### config.mk
export PLATFORM = sky130hd
export DESIGN_NAME = conv_seq_ctrl
export DESIGN_NICKNAME = d
export VERILOG_FILES = /design/src/rtl/conv_seq_pkg.sv /design/src/rtl/seq_trig_edge.sv /design/src/rtl/seq_slot_field.sv /design/src/rtl/seq_slot_step.sv /design/src/rtl/conv_seq_ctrl.sv
export SDC_FILE = /design/constraint.sdc
export NUM_CORES = 1
export LEC_CHECK = 0
export ABC_AREA = 1
export BUFFER_PORTS_ARGS = -buffer_cell sky130_fd_sc_hd__buf_2
export CAP_MARGIN = 20
export CORE_AREA = 5 5 75 84
export DETAILED_ROUTE_END_ITERATION = 10
export DIE_AREA = 0 0 80 89
export GPL_TIMING_DRIVEN = 0
export PLACE_DENSITY_LB_ADDON = 0.2
export SYNTH_ARGS = -nofsm -noshare
export SYNTH_HDL_FRONTEND = slang
export SYNTH_HIERARCHICAL = 1
export SYNTH_SLANG_ARGS = --single-unit
### constraint.sdc
create_clock -name clk -period 2.5 [get_ports clk]
set_input_delay 0.5 -clock clk [delete_from_list [all_inputs] [get_ports clk]]
set_output_delay 0.5 -clock clk [all_outputs]
set_load 0.1 [all_outputs]
### src/rtl/conv_seq_pkg.sv
package conv_seq_pkg;
    typedef enum logic [1:0] {
        ST_IDLE = 2'd0,
        ST_CONV = 2'd1,
        ST_WAIT = 2'd2
    } seq_state_t;

    // mode[0]: run of slots, mode[1]: repeat
    localparam int MODE_RUN_BIT = 0;
    localparam int MODE_REP_BIT = 1;
endpackage

### src/rtl/seq_trig_edge.sv
module seq_trig_edge (
    input  logic clk,
    input  logic rst_n,
    input  logic level_in,
    output logic rise
);
    logic level_q;

    always_ff @(posedge clk or negedge rst_n) begin
        if (!rst_n) level_q <= 1'b0;
        else        level_q <= level_in;
    end

    assign rise = level_in & ~level_q;
endmodule

### src/rtl/seq_slot_field.sv
module seq_slot_field #(
    parameter int NUM_SLOTS = 16,
    parameter int FIELD_W   = 4,
    localparam int SLOT_W   = $clog2(NUM_SLOTS)
) (
    input  logic [NUM_SLOTS*FIELD_W-1:0] packed_in,
    input  logic [SLOT_W-1:0]            sel,
    output logic [FIELD_W-1:0]           field
);
    logic [FIELD_W-1:0] unpacked [NUM_SLOTS];

    for (genvar g = 0; g < NUM_SLOTS; g++) begin : g_unpack
        assign unpacked[g] = packed_in[g*FIELD_W +: FIELD_W];
    end

    assign field = unpacked[sel];
endmodule

### src/rtl/seq_slot_step.sv
module seq_slot_step #(
    parameter int NUM_SLOTS = 16,
    localparam int SLOT_W   = $clog2(NUM_SLOTS)
) (
    input  logic [SLOT_W-1:0] slot,
    output logic [SLOT_W-1:0] next_slot
);
    localparam logic [SLOT_W-1:0] TOP = SLOT_W'(NUM_SLOTS - 1);

    always_comb begin
        if (slot == TOP) next_slot = '0;
        else             next_slot = slot + 1'b1;
    end
endmodule

### src/rtl/conv_seq_ctrl.sv
module conv_seq_ctrl
    import conv_seq_pkg::*;
#(
    parameter int NUM_SLOTS = 16,
    parameter int CH_W      = 4,
    parameter int REF_W     = 3,
    localparam int SLOT_W   = $clog2(NUM_SLOTS)
) (
    input  logic                       clk,
    input  logic                       rst_n,
    input  logic                       enable,
    input  logic                       trig,
    input  logic                       conv_done,
    input  logic [1:0]                 mode,
    input  logic                       multi,
    input  logic [SLOT_W-1:0]          start_slot,
    input  logic [NUM_SLOTS-1:0]       slot_eos,
    input  logic [NUM_SLOTS*CH_W-1:0]  slot_chan,
    input  logic [NUM_SLOTS*REF_W-1:0] slot_ref,
    output logic [SLOT_W-1:0]          cur_slot,
    output logic [CH_W-1:0]            cur_chan,
    output logic [REF_W-1:0]           cur_ref,
    output logic                       conv_req,
    output logic                       busy,
    output logic                       wr_strobe,
    output logic [SLOT_W-1:0]          wr_slot
);
    seq_state_t        state, nstate;
    logic [SLOT_W-1:0] slot, nslot, step_slot;
    logic              trig_rise, issue, wr_now, last_here;

    seq_trig_edge u_edge (
        .clk(clk), .rst_n(rst_n), .level_in(trig), .rise(trig_rise)
    );

    seq_slot_step #(.NUM_SLOTS(NUM_SLOTS)) u_step (
        .slot(slot), .next_slot(step_slot)
    );

    seq_slot_field #(.NUM_SLOTS(NUM_SLOTS), .FIELD_W(CH_W)) u_chan (
        .packed_in(slot_chan), .sel(slot), .field(cur_chan)
    );

    seq_slot_field #(.NUM_SLOTS(NUM_SLOTS), .FIELD_W(REF_W)) u_ref (
        .packed_in(slot_ref), .sel(slot), .field(cur_ref)
    );

    // a non-run mode treats every conversion as the last of its run
    assign last_here = mode[MODE_RUN_BIT] ? slot_eos[slot] : 1'b1;

    always_comb begin
        nstate = state;
        nslot  = slot;
        issue  = 1'b0;
        wr_now = 1'b0;
        unique case (state)
            ST_IDLE: begin
                if (enable && trig_rise) begin
                    nslot  = start_slot;
                    nstate = ST_CONV;
                    issue  = 1'b1;
                end
            end
            ST_CONV: begin
                if (conv_done) begin
                    wr_now = 1'b1;
                    if ((!mode[MODE_REP_BIT] && last_here) ||
                        (mode[MODE_REP_BIT] && last_here && !enable)) begin
                        nstate = ST_IDLE;
                    end else begin
                        if (!last_here)                nslot = step_slot;
                        else if (mode[MODE_RUN_BIT])   nslot = start_slot;
                        else                           nslot = slot;
                        if (multi) begin
                            nstate = ST_CONV;
                            issue  = 1'b1;
                        end else begin
                            nstate = ST_WAIT;
                        end
                    end
                end
            end
            ST_WAIT: begin
                if (!enable) begin
                    nstate = ST_IDLE;
                end else if (trig_rise) begin
                    nstate = ST_CONV;
                    issue  = 1'b1;
                end
            end
            default: nstate = ST_IDLE;
        endcase
    end

    // state register
    always_ff @(posedge clk or negedge rst_n) begin
        if (!rst_n) begin
            state <= ST_IDLE;
            slot  <= '0;
        end else begin
            state <= nstate;
            slot  <= nslot;
        end
    end

    // registered outputs
    always_ff @(posedge clk or negedge rst_n) begin
        if (!rst_n) begin
            conv_req  <= 1'b0;
            wr_strobe <= 1'b0;
            wr_slot   <= '0;
        end else begin
            conv_req  <= issue;
            wr_strobe <= wr_now;
            if (wr_now) wr_slot <= slot;
        end
    end

    assign cur_slot = slot;
    assign busy     = (state != ST_IDLE);

    a_r2_single_ends: assert property (@(posedge clk) disable iff (!rst_n)
        (state == ST_CONV && conv_done && mode == 2'd0) |=> (state == ST_IDLE));

    a_r5_wrap_to_zero: assert property (@(posedge clk) disable iff (!rst_n)
        (state == ST_CONV && conv_done && mode[MODE_RUN_BIT] &&
         slot == SLOT_W'(NUM_SLOTS - 1) && !slot_eos[NUM_SLOTS-1]) |=> (slot == '0));

    a_r9_no_start_disabled: assert property (@(posedge clk) disable iff (!rst_n)
        (state == ST_IDLE && !enable) |=> (state == ST_IDLE && !conv_req));

    a_r12_write_follows_done: assert property (@(posedge clk) disable iff (!rst_n)
        wr_strobe |-> ($past(conv_done) && $past(state) == ST_CONV));

    a_r7_req_only_busy: assert property (@(posedge clk) disable iff (!rst_n)
        conv_req |-> (state == ST_CONV));
endmodule

# Yosys cells after proc, flatten, opt, wreduce, memory -nomap -nowiden
# Cells that the tools add are included.
# totals
regBits,13
inputBits,140
output_inout_bits,18
word_cells,64
# op_classes
add_sub_neg,1
magnitude_cmp,2
eq_ne,8
muxes,32
n_bitwise,3
n_reduce_logical,12
# ops
operator,count
$mux W4,8
$bmux W4 S4,1
$bmux W3 S4,1
$mux W2,6
$mux W1,10
$pmux W4 S2,1
$mux W3,2
$ne A2 B2 Y1 const B,3
$ne A3 B3 Y1 const B,2
$pmux W2 S3,1
$ge A5 B5 Y1 const B,1
$lt A4 B5 Y1 const B,1
$not A4 Y5,1
$reduce_and A5 Y1,1
$add A4 B1 Y4 const B,1
$bmux W1 S4,1
$eq A4 B4 Y1 const B,1
$logic_and A1 B1 Y1,4
$reduce_bool A2 Y1,2
$pmux W1 S3,1
$reduce_and A3 Y1,1
$eq A2 B1 Y1 const B,1
$eq A2 B2 Y1 const B,1
$logic_not A1 Y1,2
4 further kinds,4

# Logic depth before layout (Yosys ltp)
# Gate-level depths: netlist of run 1.
# depth
ltp_word,9
mapped_depth,13
ltp_nobuf,12

# Modules after synthesis
# Netlist of run 1, hierarchy kept.
# modules_own_cells
mod,n_inst,cells_each,area_per_inst_um2,seq_area_each_um2
seq_slot_field (u_chan),1,195,854.6,0.0
conv_seq_ctrl,1,122,834.6,300.3
seq_slot_field (u_ref),1,146,628.1,0.0
seq_slot_step,1,10,60.1,0.0
seq_trig_edge,1,3,35.0,25.0

# Worst setup path before layout of run 1
# No wires, ideal clock.
# synth_timing
kind,register to output
from,"register slot[2], in the netlist cur_slot[2]"
to,output port cur_chan[1]
arrival_time_ns,2.454
required_time_ns,2.000
path_slack_ns,-0.454
stages_incl_launch_ff,6
n_path_buf,1
cell_sequence,dfrtp_1 buf_2 inv_1 nand3_1 nand3_1 nand2_1
# synth_between
elab_chain_cells,4
# synth_lines
element,line_no,rtl
"start, declared",conv_seq_ctrl.sv:29,"logic [SLOT_W-1:0] slot, nslot, step_slot;"
"start signal, assigned",conv_seq_ctrl.sv:102,slot <= nslot;
$not A4 Y5 (implied by the code),seq_slot_field.sv:16,assign field = unpacked[sel];
$bmux W4 S4,seq_slot_field.sv:16,
$mux W4 (implied by the code) (2 in series),seq_slot_field.sv:16,
"end, declared",conv_seq_ctrl.sv:21,"output logic [CH_W-1:0] cur_chan,"
# Every way passes these cells. The select of a mux whose other input is x is not followed.

# Final worst setup path of run 1
# layout_timing
from,"register slot[0], in the netlist cur_slot[0]"
to,output port cur_ref[0]
# layout_between
elab_chain_cells,4
# layout_lines
element,line_no,rtl
$not A4 Y5 (implied by the code),seq_slot_field.sv:16,
$bmux W3 S4,seq_slot_field.sv:16,
$mux W3 (implied by the code) (2 in series),seq_slot_field.sv:16,
"end, declared",conv_seq_ctrl.sv:22,"output logic [REF_W-1:0] cur_ref,"
# Every way passes these cells. The select of a mux whose other input is x is not followed.

==> impl_metrics.tcl, run 1 <==
set metrics [dict create \
    syn_area_per_cell_um2 5.07 \
    grtUsageTotal 0.219 \
    setup_viol 0 \
    post-route-period-util 0.962 \
    row_count 28 \
    clk_latency_ns 0.24 \
    yosysMostFrequentCell "nand2_1" \
    vias 3345 \
    p_total_w 0.00452 \
    rsz0062_at_grt "no" \
    layout-drive-gt1-share 0.328 \
    r2r_end "cur_slot[3]" \
    cts.sinks 13 \
    netlist.area_leader.share 0.303 \
    placement.io_buffers 157 \
    ys_seq_area_frac 0.135 \
    highest_layer "met4" \
    cts.htree.levels 1 \
    synth_nets 617 \
    core_um2 5330 \
    worstSetupStartpointType "flip-flop" \
    design.portCount 158 \
    wl_met1_um 3220 \
    grt_remaining_overflow 0 \
    seq_area_um2 329 \
    synth-edff-count 0 \
    routedWlPerCell_um 11.4 \
    finalHoldViolCount 0 \
    cp.arrival_ns 1.90 \
    place_hpwl_um 6670 \
    antenna_found_initial 0 \
    root_buffer "clkbuf_8" \
    num-fill-cells 583 \
    start_util 0.453 \
    async_flop_share 1.00 \
    die_h_um 89 \
    r2r_slack_ns 0.82 \
    leakage_nw 2.29 \
    cellPowerDensity_nw_per_um2 1340 \
    vdd_drop_max_v 0.00117 \
    netlist-cell-type-count 22 \
    multiInputGateArea_um2 1510 \
    rr_startpoint "cur_slot[0]" \
    tightest_slew_ns 0.574 \
    wl_met2_um 4220 \
    dp.cells 708 \
    via_per_inst 4.70 \
    slew_headroom 0.617 \
    numCtsBuffers 3 \
    end_kind "primary output" \
    die_area_um2 7120 \
    synthToLayoutAreaGrowth_pct 39.7 \
    drc 0 \
    ff2ff_path_depth 11 \
    grt_max_degree 18 \
    fmax_ghz 0.416 \
    crit_start "cur_slot[0]" \
    synth_cells 476 \
    cts_tree "built" \
    pre_cts_slack_ns 0.279 \
    drv_slew 0 \
    n_antenna_cell 0 \
    setup_slack_ns 0.0953 \
    final.min_clock_period_ns 2.40 \
    dr.pass1.iters 4 \
    netlist_area_um2 2410 \
    critPathKind "reg -> out" \
    status "finished, final reports clean" \
    yosys_most_used_dff "dfrtp_1" \
    required_ns 2.00 \
    yosysTopAreaCell "nand2_1" \
    ant_nets 0 \
    wl_met3_um 585 \
    skew_ns 0.00128 \
    clock_path_buffers 2 \
    first_iter_violations 149 \
    synth_area_leaders "nand2_1, nand3_1, inv_1" \
    crit_fanout 10 \
    nNetsFinal 779 \
    synth_common_cells "nand2_1, inv_1, nand3_1" \
    postCtsHoldBufs 0 \
    fin_cells 712 \
    path_clk_slew_ns 0.05 \
    grt_pass1_vias 3063 \
    wl_um 8090 \
    grt_first_pass_wirelength_um 13000 \
    tns_ns 0 \
    drv_cap 0 \
    globalplace.congestion 0.886 \
    postLayoutCoreUtil 0.633 \
    die_w_um 80 \
    yosys_warnings 6 \
    hold_path_class "in -> async" \
    ys_seq_elements 13 \
]
-- per-stage QoR --
stage               instance area [um2]  hold WS, ns
floorplan                          2430        0.204
global placement                   3310        0.402
detailed placement                 3310        0.407
CTS                                3360        0.143
global route                       3370        0.160
finish                             3370        0.136
-- where the power goes --
part | internal [W] | switching [W] | total (W)
Sequential | 0.000294 | 0.000161 | 0.000455
Combinational | 0.00106 | 0.00282 | 0.00388
Clock | 0.000113 | 0.0000743 | 0.000187
Total | 0.00147 | 0.00305 | 0.00452
-- cell families after synthesis --
family / count (synthesis) / synth area share
fa+ha+maj: 1 / 0.00519
xor+xnor: 1 / 0.00363
buf+inv: 130 / 0.248
compound gates: 9 / 0.0207
simple gates: 322 / 0.588
flops: 13 / 0.135
-- what timing repair did --
item	4_1_cts	5_1_grt
buffers inserted	0	0
gates resized for setup	0	7
endpoints found under the setup margin	0	5
-- registers in the layout, indices dropped and copies added, names as in the netlist --
name and flops:
u_edge/level_q 1, conv_req 1, cur_slot 4, state 2, wr_strobe 1, wr_slot 4
-- final cells by class --
type,instances,area share
Multi-Input combinational cell,333,0.447
Timing Repair Buffer,157,0.237
Inverter,111,0.128
Sequential cell,13,0.0976
Buffer,19,0.0494
Tap cell,75,0.0278
Clock buffer,4,0.0134
-- worst max path at each step --
stage | end | slack, ns | depth (start not counted)
4_1_cts | cur_chan[3] | 0.02 | 8
2_1_floorplan | cur_chan[1] | 0.17 | 6
3_3_place_gp | cur_chan[3] | 0.27 | 8
5_1_grt | cur_chan[1] | 0.004 | 7
3_5_place_dp | cur_chan[3] | 0.28 | 8
6_report | cur_ref[0] | 0.1 | 10
-- placed cells by master, fill, tap and decap left out, drive strengths merged --
cell type and count:
clkbuf 7, nand2 203, and2 1, nor2 5
o21ai 4, ha 1, buf 173, xor2 1
nand4 2, o211ai 1, inv 111, nand3 111
dfrtp 13, o21bai 1, a21oi 3
-- metal layers --
| metal | vias up | GRT usage |
|---|---|---|
| met2 | 113 | 0.428 |
| met4 | 0 | 0.0369 |
| met1 | 1474 | 0.260 |
| li1 | 1752 | - |
| met5 | - | 0 |
| met3 | 6 | 0.0222 |
-- worst max-delay path, cell delays in order, from the launching register on --
cell and delay, ns:
dfrtp_2 0.46, buf_6 0.16, inv_4 0.08, buf_6 0.14, nand2_1 0.05, nand2_1 0.06, nand2_1 0.05, nand3_1 0.07
nand3_1 0.08, nand2_2 0.08, buf_2 0.42
(Power assumes the default switching activity.)
==> inputs of run 2 (changes only) <==
--- a/config.mk
+++ b/config.mk
@@ -8,9 +8,9 @@
 export ABC_AREA = 1
 export BUFFER_PORTS_ARGS = -buffer_cell sky130_fd_sc_hd__buf_2
 export CAP_MARGIN = 20
-export CORE_AREA = 5 5 75 84
+export CORE_AREA = 5 5 81 90
 export DETAILED_ROUTE_END_ITERATION = 10
-export DIE_AREA = 0 0 80 89
+export DIE_AREA = 0 0 86 95
 export GPL_TIMING_DRIVEN = 0
 export PLACE_DENSITY_LB_ADDON = 0.2
 export SYNTH_ARGS = -nofsm -noshare
==> run 2 against run 1 <==
Effect of this change: routed wire length grew 1.8%; fmax is 0.90% higher; via count shrank 1.2%; clock power barely moved; sequential share of layout area is essentially flat; total power up 0.46%; setup slack better by 0.022 ns; worst hold slack worse by 0.011 ns; combinational power about the same; largest power group unchanged; highest routed layer unchanged.
==> impl_metrics.tcl, run 2 (synthesis results as in run 1) <==
set metrics [dict create \
    status "finished, final reports clean" \
    final_common_cell "nand2_1" \
    seq_area_um2 332 \
    path_clk_slew_ns 0.05 \
    slew_headroom 0.617 \
    grt_remaining_overflow 0 \
    first_iter_violations 160 \
    place_hpwl_um 6730 \
    timing.hold.ws_ns 0.125 \
    root_buffer "clkbuf_8" \
    post-route-cell-area_um2 3380 \
    vdd_drop_max_v 0.00110 \
    r2r_end "cur_slot[0]" \
    hold_path_class "in -> async" \
    ant_nets 0 \
    rr_startpoint "cur_slot[0]" \
    met1_usage 0.236 \
    critPathKind "reg -> out" \
    tightest_slew_ns 0.575 \
    rsz0062_at_grt "no" \
    cts_tree "built" \
    met3_usage 0.0227 \
    switching_share 0.673 \
    postCtsSetupBuffers 0 \
    final.min_clock_period_ns 2.38 \
    fmax_ghz 0.420 \
    start_util 0.377 \
    die_area_um2 8170 \
    gr-usage-met2 0.352 \
    routedWlPerCell_um 11.5 \
    layout-drive-gt1-share 0.328 \
    post_cts_resized 4 \
    postCtsHoldBufs 0 \
    synthToLayoutAreaGrowth_pct 40.3 \
    combPwrFrac 0.857 \
    drv_cap 0 \
    clk_latency_ns 0.25 \
    multiInputGateArea_um2 1510 \
    required_ns 2.00 \
    wl_um 8240 \
    r2r_slack_ns 0.84 \
    globalplace.congestion 0.830 \
    p_total_w 0.00454 \
    core_um2 6400 \
    vias 3306 \
    leakage_nw 2.29 \
    end_kind "primary output" \
    num-fill-cells 699 \
    ff2ff_path_depth 11 \
    worstSetupStartpointType "flip-flop" \
    cts.sinks 13 \
    power.switching_w 0.00306 \
    pwr-share-clk 0.041 \
    n_antenna_cell 0 \
    placed_cell_area_um2 3320 \
    design.portCount 158 \
    cp.arrival_ns 1.88 \
    grtUsageTotal 0.191 \
    busiest_layer "met2" \
    setup_viol 0 \
    crit_fanout 10 \
    die_w_um 86 \
    finalHoldViolCount 0 \
    antenna_found_initial 0 \
    grt_max_degree 18 \
    grt_first_pass_wirelength_um 13000 \
    grt_pass1_vias 3025 \
    seqPwrFrac 0.101 \
    final_cell_mix "nand2_1, buf_2, inv_1" \
    numCtsBuffers 3 \
    dr.pass1.iters 4 \
    via_per_inst 4.60 \
    cellPowerDensity_nw_per_um2 1340 \
    cts.htree.levels 1 \
    die_h_um 95 \
    drv_slew 0 \
    post-route-period-util 0.953 \
    drc 0 \
    placement.io_buffers 157 \
    nNetsFinal 779 \
    row_count 31 \
    clock_path_buffers 2 \
    skew_ns 0.00479 \
    intPower_w 0.00148 \
    tns_ns 0 \
]
[run 2: cell types whose count changed in the layout (fill, tap and decap cells not counted), sizes merged]
cell / previous run / this run
clkbuf: 7 / 6
buf: 173 / 174
[run 2: cell type report]
type,count,area share
Multi-Input combinational cell,333,0.445
Timing Repair Buffer,157,0.237
Inverter,111,0.128
Sequential cell,13,0.0980
Buffer,19,0.0492
Tap cell,82,0.0303
Clock buffer,4,0.0133
[run 2: how the worst max path moves through the flow]
stage	end	start
after CTS	cur_ref[0]	cur_slot[0]
after global routing	cur_ref[2]	cur_slot[0]
final	cur_ref[2]	cur_slot[0]
after floorplan	cur_chan[1]	cur_slot[1]
after global placement	cur_chan[3]	cur_slot[2]
after detailed placement	cur_chan[3]	cur_slot[2]
[run 2: per-stage QoR]
| step | utilization | std cells | worst slack (ns) |
|---|---|---|---|
| 2_1_floorplan | - | 476 | 0.170 |
| 3_3_place_gp | 0.519 | 715 | 0.268 |
| 3_5_place_dp | 0.519 | 715 | 0.239 |
| 4_1_cts | 0.528 | 719 | 0.0776 |
| 5_1_grt | 0.529 | 719 | 0.00705 |
| 6_report | 0.529 | 719 | 0.117 |
[run 2: routing by layer]
metal	routed length (um)	share of wire
met1	3350	0.41
met2	4170	0.51
met3	629	0.076
met4	93	0.011
met5	0	0
[run 2: power groups by stage]
stage	Combinational [W]	Sequential [W]	Clock [W]
after floorplan	0.00266	0.000915	0
after global placement	0.00382	0.000458	0
after detailed placement	0.00384	0.000458	0
after CTS	0.00390	0.000457	0.000195
after global routing	0.00420	0.000484	0.000203
final	0.00389	0.000460	0.000187
[run 2: critical path, stage by stage, from the launching register on]
cell     delay [ns]
dfrtp_2        0.47
buf_6          0.16
inv_4          0.08
buf_6          0.14
nand2_1        0.05
nand2_1        0.05
nand2_1        0.04
nand3_1        0.06
nand3_1        0.08
nand2_2        0.07
buf_2          0.42
